**src/rtl/evt_frag_pkg.sv**
```systemverilog
package evt_frag_pkg;
   typedef enum logic {ST_FILL, ST_SEND} frag_state_e;
   localparam int HDR_WORDS = 2;
   localparam int PRE_WORDS = 4;
   localparam logic [1:0] SUBTYPE_CODE = 2'd0;
   localparam logic [5:0] FLAGS_CODE   = 6'd0;
endpackage

```
**src/rtl/frag_word_store.sv**
```systemverilog
module frag_word_store #(
   parameter int DEPTH = 16,
   parameter int WIDTH = 32,
   localparam int AW = (DEPTH > 1) ? $clog2(DEPTH) : 1
) (
   input  logic             clk,
   input  logic             wr_en,
   input  logic [AW-1:0]    wr_addr,
   input  logic [WIDTH-1:0] wr_data,
   input  logic [AW-1:0]    rd_addr,
   output logic [WIDTH-1:0] rd_data
);
   logic [WIDTH-1:0] mem [DEPTH];

   always_ff @(posedge clk) begin
      if (wr_en) mem[wr_addr] <= wr_data;
   end

   assign rd_data = (32'(rd_addr) < DEPTH) ? mem[rd_addr] : '0;
endmodule

```
**src/rtl/frag_word_mux.sv**
```systemverilog
module frag_word_mux
   import evt_frag_pkg::*;
#(
   parameter int  IDX_W       = 5,
   parameter bit  TS_HI_FIRST = 1'b1
) (
   input  logic [IDX_W-1:0] idx,
   input  logic             first,
   input  logic [7:0]       dev_id,
   input  logic [15:0]      len_bytes,
   input  logic [15:0]      pkt_num,
   input  logic [15:0]      offset,
   input  logic [31:0]      serial,
   input  logic [23:0]      evt_num,
   input  logic [63:0]      tstamp,
   input  logic [31:0]      data_word,
   output logic [31:0]      word
);
   logic [31:0] ts_a, ts_b;

   generate
      if (TS_HI_FIRST) begin : g_ts_hi
         assign ts_a = tstamp[63:32];
         assign ts_b = tstamp[31:0];
      end else begin : g_ts_lo
         assign ts_a = tstamp[31:0];
         assign ts_b = tstamp[63:32];
      end
   endgenerate

   always_comb begin
      word = data_word;
      if (idx == IDX_W'(0))
         word = {dev_id, FLAGS_CODE, SUBTYPE_CODE, len_bytes};
      else if (idx == IDX_W'(1))
         word = {pkt_num, offset};
      else if (first) begin
         case (idx)
            IDX_W'(2): word = serial;
            IDX_W'(3): word = {8'h00, evt_num};
            IDX_W'(4): word = ts_a;
            IDX_W'(5): word = ts_b;
            default:   word = data_word;
         endcase
      end
   end
endmodule

```
**src/rtl/evt_frag_framer.sv**
```systemverilog
module evt_frag_framer
   import evt_frag_pkg::*;
#(
   parameter int DEPTH       = 16,
   parameter bit TS_HI_FIRST = 1'b1,
   localparam int CNT_W = $clog2(DEPTH + 1),
   localparam int IDX_W = $clog2(DEPTH + HDR_WORDS),
   localparam int AW    = (DEPTH > 1) ? $clog2(DEPTH) : 1
) (
   input  logic             clk,
   input  logic             rst_n,
   input  logic [CNT_W-1:0] cfg_max_pay,
   input  logic [7:0]       meta_dev_id,
   input  logic [31:0]      meta_serial,
   input  logic [23:0]      meta_evt_num,
   input  logic [63:0]      meta_tstamp,
   input  logic [31:0]      in_data,
   input  logic             in_valid,
   input  logic             in_last,
   output logic             in_ready,
   output logic [31:0]      out_data,
   output logic             out_valid,
   output logic             out_last,
   input  logic             out_ready
);
   generate
      if (DEPTH < PRE_WORDS + 1) begin : g_bad_depth
         $error("evt_frag_framer: DEPTH must be at least 5");
      end
   endgenerate

   frag_state_e      st_q;
   logic [CNT_W-1:0] dcnt_q;
   logic [IDX_W-1:0] idx_q;
   logic             first_q, ev_end_q;
   logic [15:0]      pkt_q, off_q;
   logic [7:0]       dev_q;
   logic [31:0]      serial_q;
   logic [23:0]      evt_q;
   logic [63:0]      ts_q;

   logic             in_fire, out_fire;
   logic [CNT_W-1:0] cap;
   logic [IDX_W-1:0] pay_words, last_idx, rd_idx;
   logic [15:0]      len_b;
   logic [31:0]      rd_data;

   assign in_ready  = (st_q == ST_FILL);
   assign out_valid = (st_q == ST_SEND);
   assign in_fire   = in_valid && in_ready;
   assign out_fire  = out_valid && out_ready;

   assign cap       = first_q ? (cfg_max_pay - CNT_W'(PRE_WORDS)) : cfg_max_pay;
   assign pay_words = (first_q ? IDX_W'(PRE_WORDS) : IDX_W'(0)) + IDX_W'(dcnt_q);
   assign last_idx  = pay_words + IDX_W'(1);
   assign len_b     = 16'(pay_words) << 2;
   assign rd_idx    = idx_q - (first_q ? IDX_W'(HDR_WORDS + PRE_WORDS) : IDX_W'(HDR_WORDS));
   assign out_last  = out_valid && (idx_q == last_idx);

   frag_word_store #(.DEPTH(DEPTH), .WIDTH(32)) u_store (
      .clk     (clk),
      .wr_en   (in_fire),
      .wr_addr (AW'(dcnt_q)),
      .wr_data (in_data),
      .rd_addr (AW'(rd_idx)),
      .rd_data (rd_data)
   );

   frag_word_mux #(.IDX_W(IDX_W), .TS_HI_FIRST(TS_HI_FIRST)) u_mux (
      .idx       (idx_q),
      .first     (first_q),
      .dev_id    (dev_q),
      .len_bytes (len_b),
      .pkt_num   (pkt_q),
      .offset    (off_q),
      .serial    (serial_q),
      .evt_num   (evt_q),
      .tstamp    (ts_q),
      .data_word (rd_data),
      .word      (out_data)
   );

   always_ff @(posedge clk or negedge rst_n) begin
      if (!rst_n) begin
         st_q     <= ST_FILL;
         dcnt_q   <= '0;
         idx_q    <= '0;
         first_q  <= 1'b1;
         ev_end_q <= 1'b0;
         pkt_q    <= '0;
         off_q    <= '0;
         dev_q    <= '0;
         serial_q <= '0;
         evt_q    <= '0;
         ts_q     <= '0;
      end else begin
         case (st_q)
            ST_FILL: begin
               if (in_fire) begin
                  dcnt_q <= dcnt_q + CNT_W'(1);
                  if (first_q && dcnt_q == '0) begin
                     dev_q    <= meta_dev_id;
                     serial_q <= meta_serial;
                     evt_q    <= meta_evt_num;
                     ts_q     <= meta_tstamp;
                  end
                  if (in_last || (dcnt_q + CNT_W'(1) == cap)) begin
                     st_q     <= ST_SEND;
                     ev_end_q <= in_last;
                  end
               end
            end
            default: begin
               if (out_fire) begin
                  if (idx_q == last_idx) begin
                     st_q   <= ST_FILL;
                     idx_q  <= '0;
                     dcnt_q <= '0;
                     if (ev_end_q) begin
                        first_q <= 1'b1;
                        pkt_q   <= pkt_q + 16'd1;
                        off_q   <= '0;
                     end else begin
                        first_q <= 1'b0;
                        off_q   <= off_q + len_b;
                     end
                  end else begin
                     idx_q <= idx_q + IDX_W'(1);
                  end
               end
            end
         endcase
      end
   end


   hold_stable_chk: assert property (@(posedge clk) disable iff (!rst_n)
      out_valid && !out_ready |=> out_valid && $stable(out_data) && $stable(out_last));


   cfg_range_chk: assert property (@(posedge clk) disable iff (!rst_n)
      in_valid |-> (32'(cfg_max_pay) >= PRE_WORDS + 1) && (32'(cfg_max_pay) <= DEPTH));


   frag_size_chk: assert property (@(posedge clk) disable iff (!rst_n)
      out_valid |-> 32'(pay_words) <= 32'(cfg_max_pay));


   no_overfill_chk: assert property (@(posedge clk) disable iff (!rst_n)
      in_fire |-> dcnt_q < cap);


   offset_step_chk: assert property (@(posedge clk) disable iff (!rst_n)
      out_fire && out_last && !ev_end_q |=> off_q == $past(off_q) + $past(len_b));


   pkt_step_chk: assert property (@(posedge clk) disable iff (!rst_n)
      out_fire && out_last && ev_end_q |=> pkt_q == $past(pkt_q) + 16'd1 && off_q == 16'd0);
endmodule

```
**config.mk**
```make
export PLATFORM = sky130hd
export DESIGN_NAME = evt_frag_framer
export DESIGN_NICKNAME = d
export VERILOG_FILES = /design/src/rtl/evt_frag_pkg.sv /design/src/rtl/frag_word_store.sv /design/src/rtl/frag_word_mux.sv /design/src/rtl/evt_frag_framer.sv
export SDC_FILE = /design/constraint.sdc
export NUM_CORES = 1
export LEC_CHECK = 0
export ABC_CLOCK_PERIOD_IN_PS = 7500
export BUFFER_PORTS_ARGS = -buffer_cell sky130_fd_sc_hd__buf_2
export CAP_MARGIN = 0
export CELL_PAD_IN_SITES_DETAIL_PLACEMENT = 0
export CELL_PAD_IN_SITES_GLOBAL_PLACEMENT = 1
export CORE_MARGIN = 3
export CORE_UTILIZATION = 56
export CTS_CLUSTER_DIAMETER = 120
export DETAILED_ROUTE_END_ITERATION = 10
export PLACE_DENSITY = 0.83
export SYNTH_ARGS = -nofsm -noshare
export SYNTH_HDL_FRONTEND = slang
export SYNTH_SLANG_ARGS = --single-unit
```
**constraint.sdc**
```tcl
create_clock -name clk -period 7.5 [get_ports clk]
set_clock_uncertainty 0.15 [all_clocks]
set_input_delay 0.75 -clock clk [delete_from_list [all_inputs] [get_ports clk]]
set_output_delay 0.75 -clock clk [all_outputs]
set_load 0.05 [all_outputs]
```
== After elaboration in Yosys (flattened, before gate mapping) ==
Memory sizes are Yosys's and may differ from the RTL's.
Index checks and enable logic that the tools add are counted.
W data, S select, Z words.

* Memories: 1
* Output and inout bits: 35
* Flip-flop bits (word level): 173
* Logic and storage cells: 65
* Input bits: 170
* Bits in writable memories: 512

{| class="wikitable"
|+ Memories
! memory !! words !! bits a word !! rd ports !! clocked after Yosys merged registers in !! write ports !! RTL line !! text
|-
| u_store.mem || 16 || 32 || 1 || 0 || 1 || frag_word_store.sv:13 || <nowiki>logic [WIDTH-1:0] mem [DEPTH];</nowiki>
|}

* Equality and inequality tests: 9
* Muxes and demuxes: 21
* Add/sub/neg operators: 8
* Reductions and logical operators: 14
* Bitwise operators: 1

{| class="wikitable"
|+ Operators by type and width
! kind !! count
|-
| $pmux W32 S4 || 1
|-
| $mux W32 || 3
|-
| $mux W5 || 6
|-
| $add A16 B1 Y16 const B || 1
|-
| $add A16 B7 Y16 || 1
|-
| $mux W16 || 1
|-
| $add A5 B1 Y5 const B || 3
|-
| $reduce_and A3 Y1 || 4
|-
| $eq A5 B2 Y1 const B || 2
|-
| $eq A5 B3 Y1 const B || 2
|-
| $eq A5 B5 Y1 || 2
|-
| $logic_not A5 Y1 || 2
|-
| $mux W1 || 8
|-
| $mux W3 || 2
|-
| $add A3 B5 Y5 || 1
|-
| $eq A5 B1 Y1 const B || 1
|-
| $sub A5 B3 Y5 const B || 1
|-
| $logic_and A1 B1 Y1 || 4
|-
| $ne A2 B1 Y1 const B || 2
|-
| $reduce_and A4 Y1 || 1
|-
| $sub A4 B3 Y4 || 1
|-
| $reduce_and A2 Y1 || 1
|-
| $reduce_bool A2 Y1 || 1
|-
| $logic_or A1 B1 Y1 || 1
|-
| $not A1 Y1 || 1
|}

== Depth between registers and ports, before layout ==
Gate-level depths: netlist of run 1.

* Depth in word-level cells: 7
* Depth in mapped cells: 14
* Depth with buffers taken out: 9

== Hierarchy ==
From an unflattened synthesis of run 1, not the netlist that was laid out.

* Cells, all modules: 1,565
* Area total of the unflattened synthesis: 28,353.4 sq um

{| class="wikitable"
|+ Modules (own cells, without submodules)
! module !! cells each !! sequential area each (sq um) !! instances !! area each (sq um)
|-
| frag_word_store || 806 || 15,374.7 || 1 || 19,194.7
|-
| evt_frag_framer || 543 || 4,280.4 || 1 || 7,348.3
|-
| frag_word_mux || 216 || 0.0 || 1 || 1,810.5
|}

== Worst setup path after synthesis of run 1 ==
OpenSTA, ideal clock, no wires.

* Path type: register to output
* Start: register idx_q[1]
* End: output out_data[29]
* Setup slack: 2,185 ps
* Path buffers: 6
* Required time: 6,600 ps
* Cell stages (with the launch flop): 12
* Data arrival time: 4,415 ps
* Cells stage by stage: dfrtp_1 buf_2 buf_2 buf_2 buf_1 inv_1 fa_1 xor2_1 buf_2 buf_2 o21ai_0 a221oi_1

* Cells in the longest elaborated chain, start to end: 6
* Elaborated cells on any way between the ends: 12
* Classes of those cells: 1 x add/sub; 5 x eq/ne; 4 x mux; 1 x reduce/logical; 1 x memory

{| class="wikitable"
|+ Ends and longest elaborated chain
! item !! RTL line !! text
|-
| start, declared || evt_frag_framer.sv:34 || <nowiki>logic [IDX_W-1:0] idx_q;</nowiki>
|-
| start signal, assigned || evt_frag_framer.sv:128 || <nowiki>idx_q <= idx_q + IDX_W'(1);</nowiki>
|-
| $sub A4 B3 Y4 || evt_frag_framer.sv:57 || <nowiki>assign rd_idx = idx_q - (first_q ? IDX_W'(HDR_WORDS + PRE_WORDS) : IDX_W'(HDR_WORDS));</nowiki>
|-
| $mem_v2 Z16 W32 || -- ||
|-
| $pmux W32 S4 || frag_word_mux.sv:38 || <nowiki>case (idx)</nowiki>
|-
| $mux W32 || frag_word_mux.sv:37 || <nowiki>else if (first) begin</nowiki>
|-
| $mux W32 || frag_word_mux.sv:35 || <nowiki>else if (idx == IDX_W'(1))</nowiki>
|-
| $mux W32 (*) || frag_word_mux.sv:33 || <nowiki>if (idx == IDX_W'(0))</nowiki>
|-
| end, declared || evt_frag_framer.sv:21 || <nowiki>output logic [31:0] out_data,</nowiki>
|}

Every way passes the cells marked *; elsewhere a longest branch is shown, timed or not.

== Final worst setup path of run 1 ==
* Start: register idx_q[1]
* End: output out_data[17]

The elaborated chain is that of the path after synthesis.

==> results of run 1 <==
[layout by cell type, fill, tap and decap left out, drive strengths merged, types with 24 or more instances in the layout]
| cell | instances |
|---|---|
| a22oi | 46 |
| mux2 | 141 |
| mux4 | 143 |
| clkinv | 24 |
| edfxtp | 512 |
| buf | 232 |
| clkbuf | 89 |
| a21oi | 44 |
| nand3 | 28 |
| nand2 | 47 |
| dfrtp | 170 |
[power by group through the flow]
stage / Combinational [W] / Clock, W / Sequential [W]
final: 0.00462 / 0.00340 / 0.00449
after global routing: 0.00486 / 0.00360 / 0.00452
after CTS: 0.00463 / 0.00345 / 0.00449
after detailed placement: 0.00459 / 0 / 0.00457
after global placement: 0.00456 / 0 / 0.00455
after floorplan: 0.00345 / 0 / 0.00438
[synthesized netlist by cell type (3+ instances only)]
master	n	area share (%)
dfrtp_1	170	15
a221o_1	17	0.61
o21ai_0	14	0.25
nand4_1	7	0.16
o211ai_1	3	0.080
inv_1	13	0.17
a21o_1	5	0.13
xnor2_1	22	0.69
and4_1	5	0.16
nand2_1	46	0.62
xor2_1	14	0.44
a21boi_0	3	0.080
buf_2	29	0.52
buf_4	6	0.16
mux2_2	141	5.7
a222oi_1	8	0.29
o22ai_1	11	0.25
mux4_2	143	12
nand3_1	28	0.50
clkbuf_1	45	0.60
edfxtp_1	512	55
a221oi_1	8	0.25
o2bb2ai_1	3	0.094
or4_1	4	0.11
and2_1	17	0.38
mux2i_1	14	0.50
ha_1	18	0.80
nor2_1	18	0.24
nor2b_1	3	0.067
nand3b_1	4	0.11
nor3_1	10	0.18
a22oi_1	46	1.2
a21oi_1	44	0.79
a31oi_1	11	0.25
o31ai_1	11	0.30
buf_1	8	0.11
nor4_1	7	0.16
[logic make-up after synthesis]
logic type,after synthesis,synth area share (%)
compound gates,199,5.048
xor+xnor,38,1.274
fa+ha+maj,20,0.9479
buf+inv,104,1.659
flops,683,70.24
mux,298,17.68
simple gates,165,3.152
[layer usage]
layer  part of all wire (%)  vias up  global-route usage (%)
li1                       -     6551                       -
met1                     41     8051                   38.34
met2                     47      719                   40.29
met3                    9.1      123                   6.007
met4                    2.7        8                   8.882
met5                  0.073        -                       0
[worst max path at each step]
stage                         start            to  slack, ns  cells past startpoint
2_1_floorplan  idx_q[1]$_DFFE_PN0P_  out_data[29]       2.19                     11
3_3_place_gp   idx_q[1]$_DFFE_PN0P_  out_data[17]       2.57                      7
3_5_place_dp   idx_q[1]$_DFFE_PN0P_  out_data[17]       2.54                      7
4_1_cts        idx_q[1]$_DFFE_PN0P_  out_data[17]       1.87                      7
5_1_grt        idx_q[1]$_DFFE_PN0P_  out_data[17]       1.73                      7
6_report       idx_q[1]$_DFFE_PN0P_  out_data[17]       1.97                      7
[area by class of cell]
| cell class | count | area, µm² | share of cell area [%] |
|---|---|---|---|
| Multi-Input combinational cell | 720 | 7955 | 24.88 |
| Sequential cell | 683 | 19660 | 61.49 |
| Clock buffer | 89 | 1859 | 5.814 |
| Timing Repair Buffer | 232 | 1250 | 3.909 |
| Tap cell | 664 | 830.8 | 2.598 |
| Clock inverter | 31 | 364.1 | 1.139 |
| Antenna cell | 2 | 5.005 | 0.01565 |
| Inverter | 14 | 52.55 | 0.1643 |
[state kept, by name, indices dropped and copies added, names as in the netlist]
signal and count:
u_store.mem 512, off_q 14, dev_q 8, evt_q 24, first_q 1, serial_q 32, dcnt_q 5, out_valid 1
ts_q 64, pkt_q 16, ev_end_q 1, idx_q 5
[worst max-delay path, cell delays in order (launching register included)]
cell	delay (ns)
dfrtp_4	0.71
inv_1	0.26
fa_2	0.49
xor2_4	0.81
buf_4	0.49
mux4_2	0.64
a221o_1	0.39
buf_2	0.23
[through the flow]
step	instances	utilization (%)	cell area (µm²)
after detailed placement	2313	60.53	29750
after CTS	2433	65.05	31970
final	2435	65.06	31980
after global placement	2313	60.53	29750
after global routing	2434	65.06	31980
after floorplan	1507	-	27980
==> flow_summary.toml, run 1 <==
[drt]
dr_total_vias = 15450
wl_per_cell_um = 28.12
vias_per_cell = 6.346
drc_errors = 0
ant_nets = 0
drtIter0Drc = 1677
routed_wl_um = 68470
first_pass_iters = 5

[cts]
clk_pin_slew_ns = 0.06
insertion_delay_ns = 0.60
cts-root-buf = "clkbuf_16"
cts_tree = "built"
htreeDepth = 3
cts_buffers = 68
cts_sinks = 683
clk_path_buf_depth = 3
cts_setup_buffers = 0
postCtsHoldBufs = 0
cts_resized = 0

[worst_setup_path]
reg2reg_from = "idx_q[0]$_DFFE_PN0P_"
worstSetupStartpointType = "flop"
reg2reg_depth = 6
cp.required_ns = 6.60
arrival_ns = 4.63
critPathMaxFanout = 33
crit_type = "flop to output pin"
r2r_slack_ns = 3.60
endpoint_kind = "output pin"
worstReg2RegEnd = "off_q[13]$_DFFE_PN0P_"

[synth]
syn-cell-area_um2 = 27980
syn_avg_cell_area_um2 = 18.57
ys_seq_area_share_pct = 70.24
synth_ff_type = "edfxtp_1"
async_flop_share_pct = 25.04
yosysWarnings = 0
ys_types = 65
netlist_instances = 1507
synth-edff-count = 512
syn-num-nets = 1697
ys_seq_elements = 683

[grt]
grt_usage_pct = 26.42
antenna_found_initial = 6
grt_first_pass_wirelength_um = 103200
grt_pass1_vias = 15850
grt_overflow = 0
grt_max_degree = 110

[sta]
slew_headroom_pct = 27.27
setup_tns_ns = 0
layout_setup_ws_ns = 1.974
max_freq_mhz = 181.0
worst_pin_slew_ns = 1.091
period_share_pct = 73.68
rsz0062_at_grt = "no"
min_period_ns = 5.526
setup_viol = 0
holdWs_ns = 0.1198
maxSlewViolCount = 0
hold_viol_final = 0

[status]
status = "completed"

[placement]
io_buffers = 204
hpwl_um = 39710
gp_congestion = 0.8122
pre_cts_slack_ns = 2.539

[job]
maxCapViolations = 0

[layout]
syn2layout_area_growth_pct = 14.28
fin_nets = 1909
drive_gt1_share_pct = 36.40
nFillCells = 3227

[pwr]
power.total_w = 0.01251
p_leak_nw = 11.81
ir_drop_mv = 0.3009
p_int_w = 0.007950
power_density_nw_per_um2 = 391.3
swShare_pct = 36.46
comb_power_share_pct = 36.9
sequentialPowerShare_pct = 35.9
p_sw_w = 0.004563
clockPowerShare_pct = 27.2

[floorplan]
die_width_um = 229.5
die_y_um = 229.5
die_area_um2 = 52690
initial_core_util_pct = 56.93
rows = 81
fp.coreArea_um2 = 49150
pin_count = 205

[worst_hold_path]
min_path_type = "input pin to asynchronous set/reset pin"
No activity file was read; power rests on OpenSTA's default activity.
==> run 2: changes to the inputs <==
--- a/config.mk
+++ b/config.mk
@@ -5,16 +5,16 @@
 export SDC_FILE = /design/constraint.sdc
 export NUM_CORES = 1
 export LEC_CHECK = 0
-export ABC_CLOCK_PERIOD_IN_PS = 7500
+export ABC_CLOCK_PERIOD_IN_PS = 5100
 export BUFFER_PORTS_ARGS = -buffer_cell sky130_fd_sc_hd__buf_2
 export CAP_MARGIN = 0
 export CELL_PAD_IN_SITES_DETAIL_PLACEMENT = 0
 export CELL_PAD_IN_SITES_GLOBAL_PLACEMENT = 1
 export CORE_MARGIN = 3
-export CORE_UTILIZATION = 56
+export CORE_UTILIZATION = 52
 export CTS_CLUSTER_DIAMETER = 120
 export DETAILED_ROUTE_END_ITERATION = 10
-export PLACE_DENSITY = 0.83
+export PLACE_DENSITY = 0.77
 export SYNTH_ARGS = -nofsm -noshare
 export SYNTH_HDL_FRONTEND = slang
 export SYNTH_SLANG_ARGS = --single-unit
==> constraint.sdc (replaced) <==
create_clock -name clk -period 5.1 [get_ports clk]
set_clock_uncertainty 0.15 [all_clocks]
set_input_delay 0.51 -clock clk [delete_from_list [all_inputs] [get_ports clk]]
set_output_delay 0.51 -clock clk [all_outputs]
set_load 0.05 [all_outputs]
==> run 2 against run 1 <==
Net effect: critical path depth is 2 higher; count of clock-buffer cells in the layout is 5 lower; combinational power rose by 52%; design area grew 4.4%; highest routed layer unchanged; cell count grew 6.9%; non-clock buffer count rose by 135; flip-flop and latch count stayed put; largest cell class unchanged; sequential share of layout area shrank 2.6 points.
==> flow_summary.toml, run 2 (synthesized netlist as in run 1, its figures left out) <==
[placement]
gp_congestion = 0.8159
io_buffers = 204
pre_cts_slack_ns = 0.8136
dpl.cell_count = 2343
placed_cell_area_um2 = 29860
hpwl_um = 41040

[layout]
final_common_cell = "edfxtp_1"
drive_gt1_share_pct = 34.24
fin_nets = 2046
final_cells = 2602
finalInstanceArea_um2 = 33400
reg_top3 = "u_store.mem x512, ts_q x64, serial_q x32"
syn2layout_area_growth_pct = 19.34
largest-register = "u_store.mem"
largest_register_ffs = 512
layout_common_cells = "edfxtp_1 (512), buf_2 (203), dfrtp_1 (168)"

[grt]
grt_pass1_vias = 16390
grt_first_pass_wirelength_um = 103600
grt_usage_pct = 24.54
grt_overflow = 0
antenna_found_initial = 5
grt_max_degree = 110

[sta]
setup_tns_ns = 0
layout_setup_ws_ns = 0.2096
slew_headroom_pct = 21.41
max_freq_mhz = 204.5
rsz0062_at_grt = "no"
worst_pin_slew_ns = 1.179
maxSlewViolCount = 0
min_period_ns = 4.890
holdWs_ns = 0.05471
hold_viol_final = 0
setup_viol = 0
period_share_pct = 95.89

[drt]
dr_wl_met2_um = 33210
ant_nets = 0
top_layer_used = "met5"
wl_met3_um = 5113
first_pass_iters = 5
drc_errors = 0
wl_met1_um = 28880
routed_wl_um = 68540
vias_per_cell = 6.104
dr_total_vias = 15880
drtIter0Drc = 1416
wl_per_cell_um = 26.34

[floorplan]
initial_core_util_pct = 52.93
fp.coreArea_um2 = 52870
die_y_um = 238.0
rows = 84
pin_count = 205
die_area_um2 = 56630
die_width_um = 238.0

[cts]
cts_sinks = 683
insertion_delay_ns = 0.61
htreeDepth = 3
cts_tree = "built"
clk_pin_slew_ns = 0.06
clk_path_buf_depth = 3
cts_buffers = 70
cts-root-buf = "clkbuf_16"
cts_setup_buffers = 0

[worst_setup_path]
crit_type = "flop to output pin"
arrival_ns = 4.23
endpoint_kind = "output pin"
cp.required_ns = 4.44
worstSetupStartpointType = "flop"
crit_chain = "inv_1 > fa_2 > buf_4 > mux4_2 > nand2_1 > nand3_1 > a21oi_1 > a311oi_1 > buf_2"
critPathMaxFanout = 25
slowest_delay_ns = 0.93
worst_path_max_delay_cell = "fa_2"

[status]
status = "completed"

[pwr]
p_leak_nw = 12.39
power_density_nw_per_um2 = 553.4
ir_drop_mv = 0.4181

[worst_hold_path]
min_path_type = "input pin to flop"

[job]
maxCapViolations = 0
==> run 2: worst paths after layout <==
kind	startpoint	end	slack, ns	cells past startpoint
max reg2reg	first_q$_DFFE_PN1P_	off_q[15]$_DFFE_PN0P_	1.57	7
min reg2reg	pkt_q[15]$_DFFE_PN0P_	pkt_q[15]$_DFFE_PN0P_	0.34	1
min	in_last	ev_end_q$_DFFE_PN0P_	0.05	2
min in group asynchronous	rst_n	serial_q[28]$_DFFE_PN0P_	0.41	2
max	idx_q[2]$_DFFE_PN0P_	out_data[2]	0.21	9
max in group asynchronous	rst_n	idx_q[0]$_DFFE_PN0P_	3.26	3
==> run 2: per-layer routing <==
| layer | global-route usage (%) | vias up |
|---|---|---|
| met2 | 39.49 | 652 |
| met3 | 4.716 | 99 |
| met4 | 6.817 | 6 |
| met5 | 0 | - |
| li1 | - | 6838 |
| met1 | 35.00 | 8287 |
==> run 2: critical path, delay by kind of cell (launching register included) <==
kind / cells / cell delay (ns)
buf+inv: 3 / 1.09
flops: 1 / 0.62
mux: 1 / 0.30
compound gates: 2 / 0.47
simple gates: 2 / 0.17
fa+ha+maj: 1 / 0.93
==> run 2: what timing repair did <==
| action | CTS | global route |
|---|---|---|
| resized for setup | 0 | 1 |
| endpoints found under the hold margin | 221 | 0 |
| endpoints found under the setup margin | 0 | 1 |
| hold buffers | 129 | 0 |
==> run 2: where the power goes <==
| group | internal (W) | total, W | switching (W) | leakage (nW) |
|---|---|---|---|---|
| registers | 0.00623 | 0.00646 | 0.000235 | 6.94 |
| logic | 0.00262 | 0.00703 | 0.00442 | 4.36 |
| clock network | 0.00287 | 0.00499 | 0.00212 | 1.09 |
| total | 0.0117 | 0.0185 | 0.00677 | 12.4 |
==> run 2: final cells by class <==
cell class,count,area [µm²]
antenna,4,10.01
clock buffer,84,1814
tap,688,860.8
timing repair buffer,367,2628
fill,3625,19470
inverter,14,52.55
clock inverter,42,414.1
multi-input combinational,720,7955
sequential,683,19660
==> run 2: per-stage QoR <==
step           util [%]  power, W
3_3_place_gp      56.49   0.01345
6_report          63.17   0.01848
5_1_grt           63.15   0.01921
3_5_place_dp      56.49   0.01351
4_1_cts           63.15   0.01857
2_1_floorplan         -   0.01151
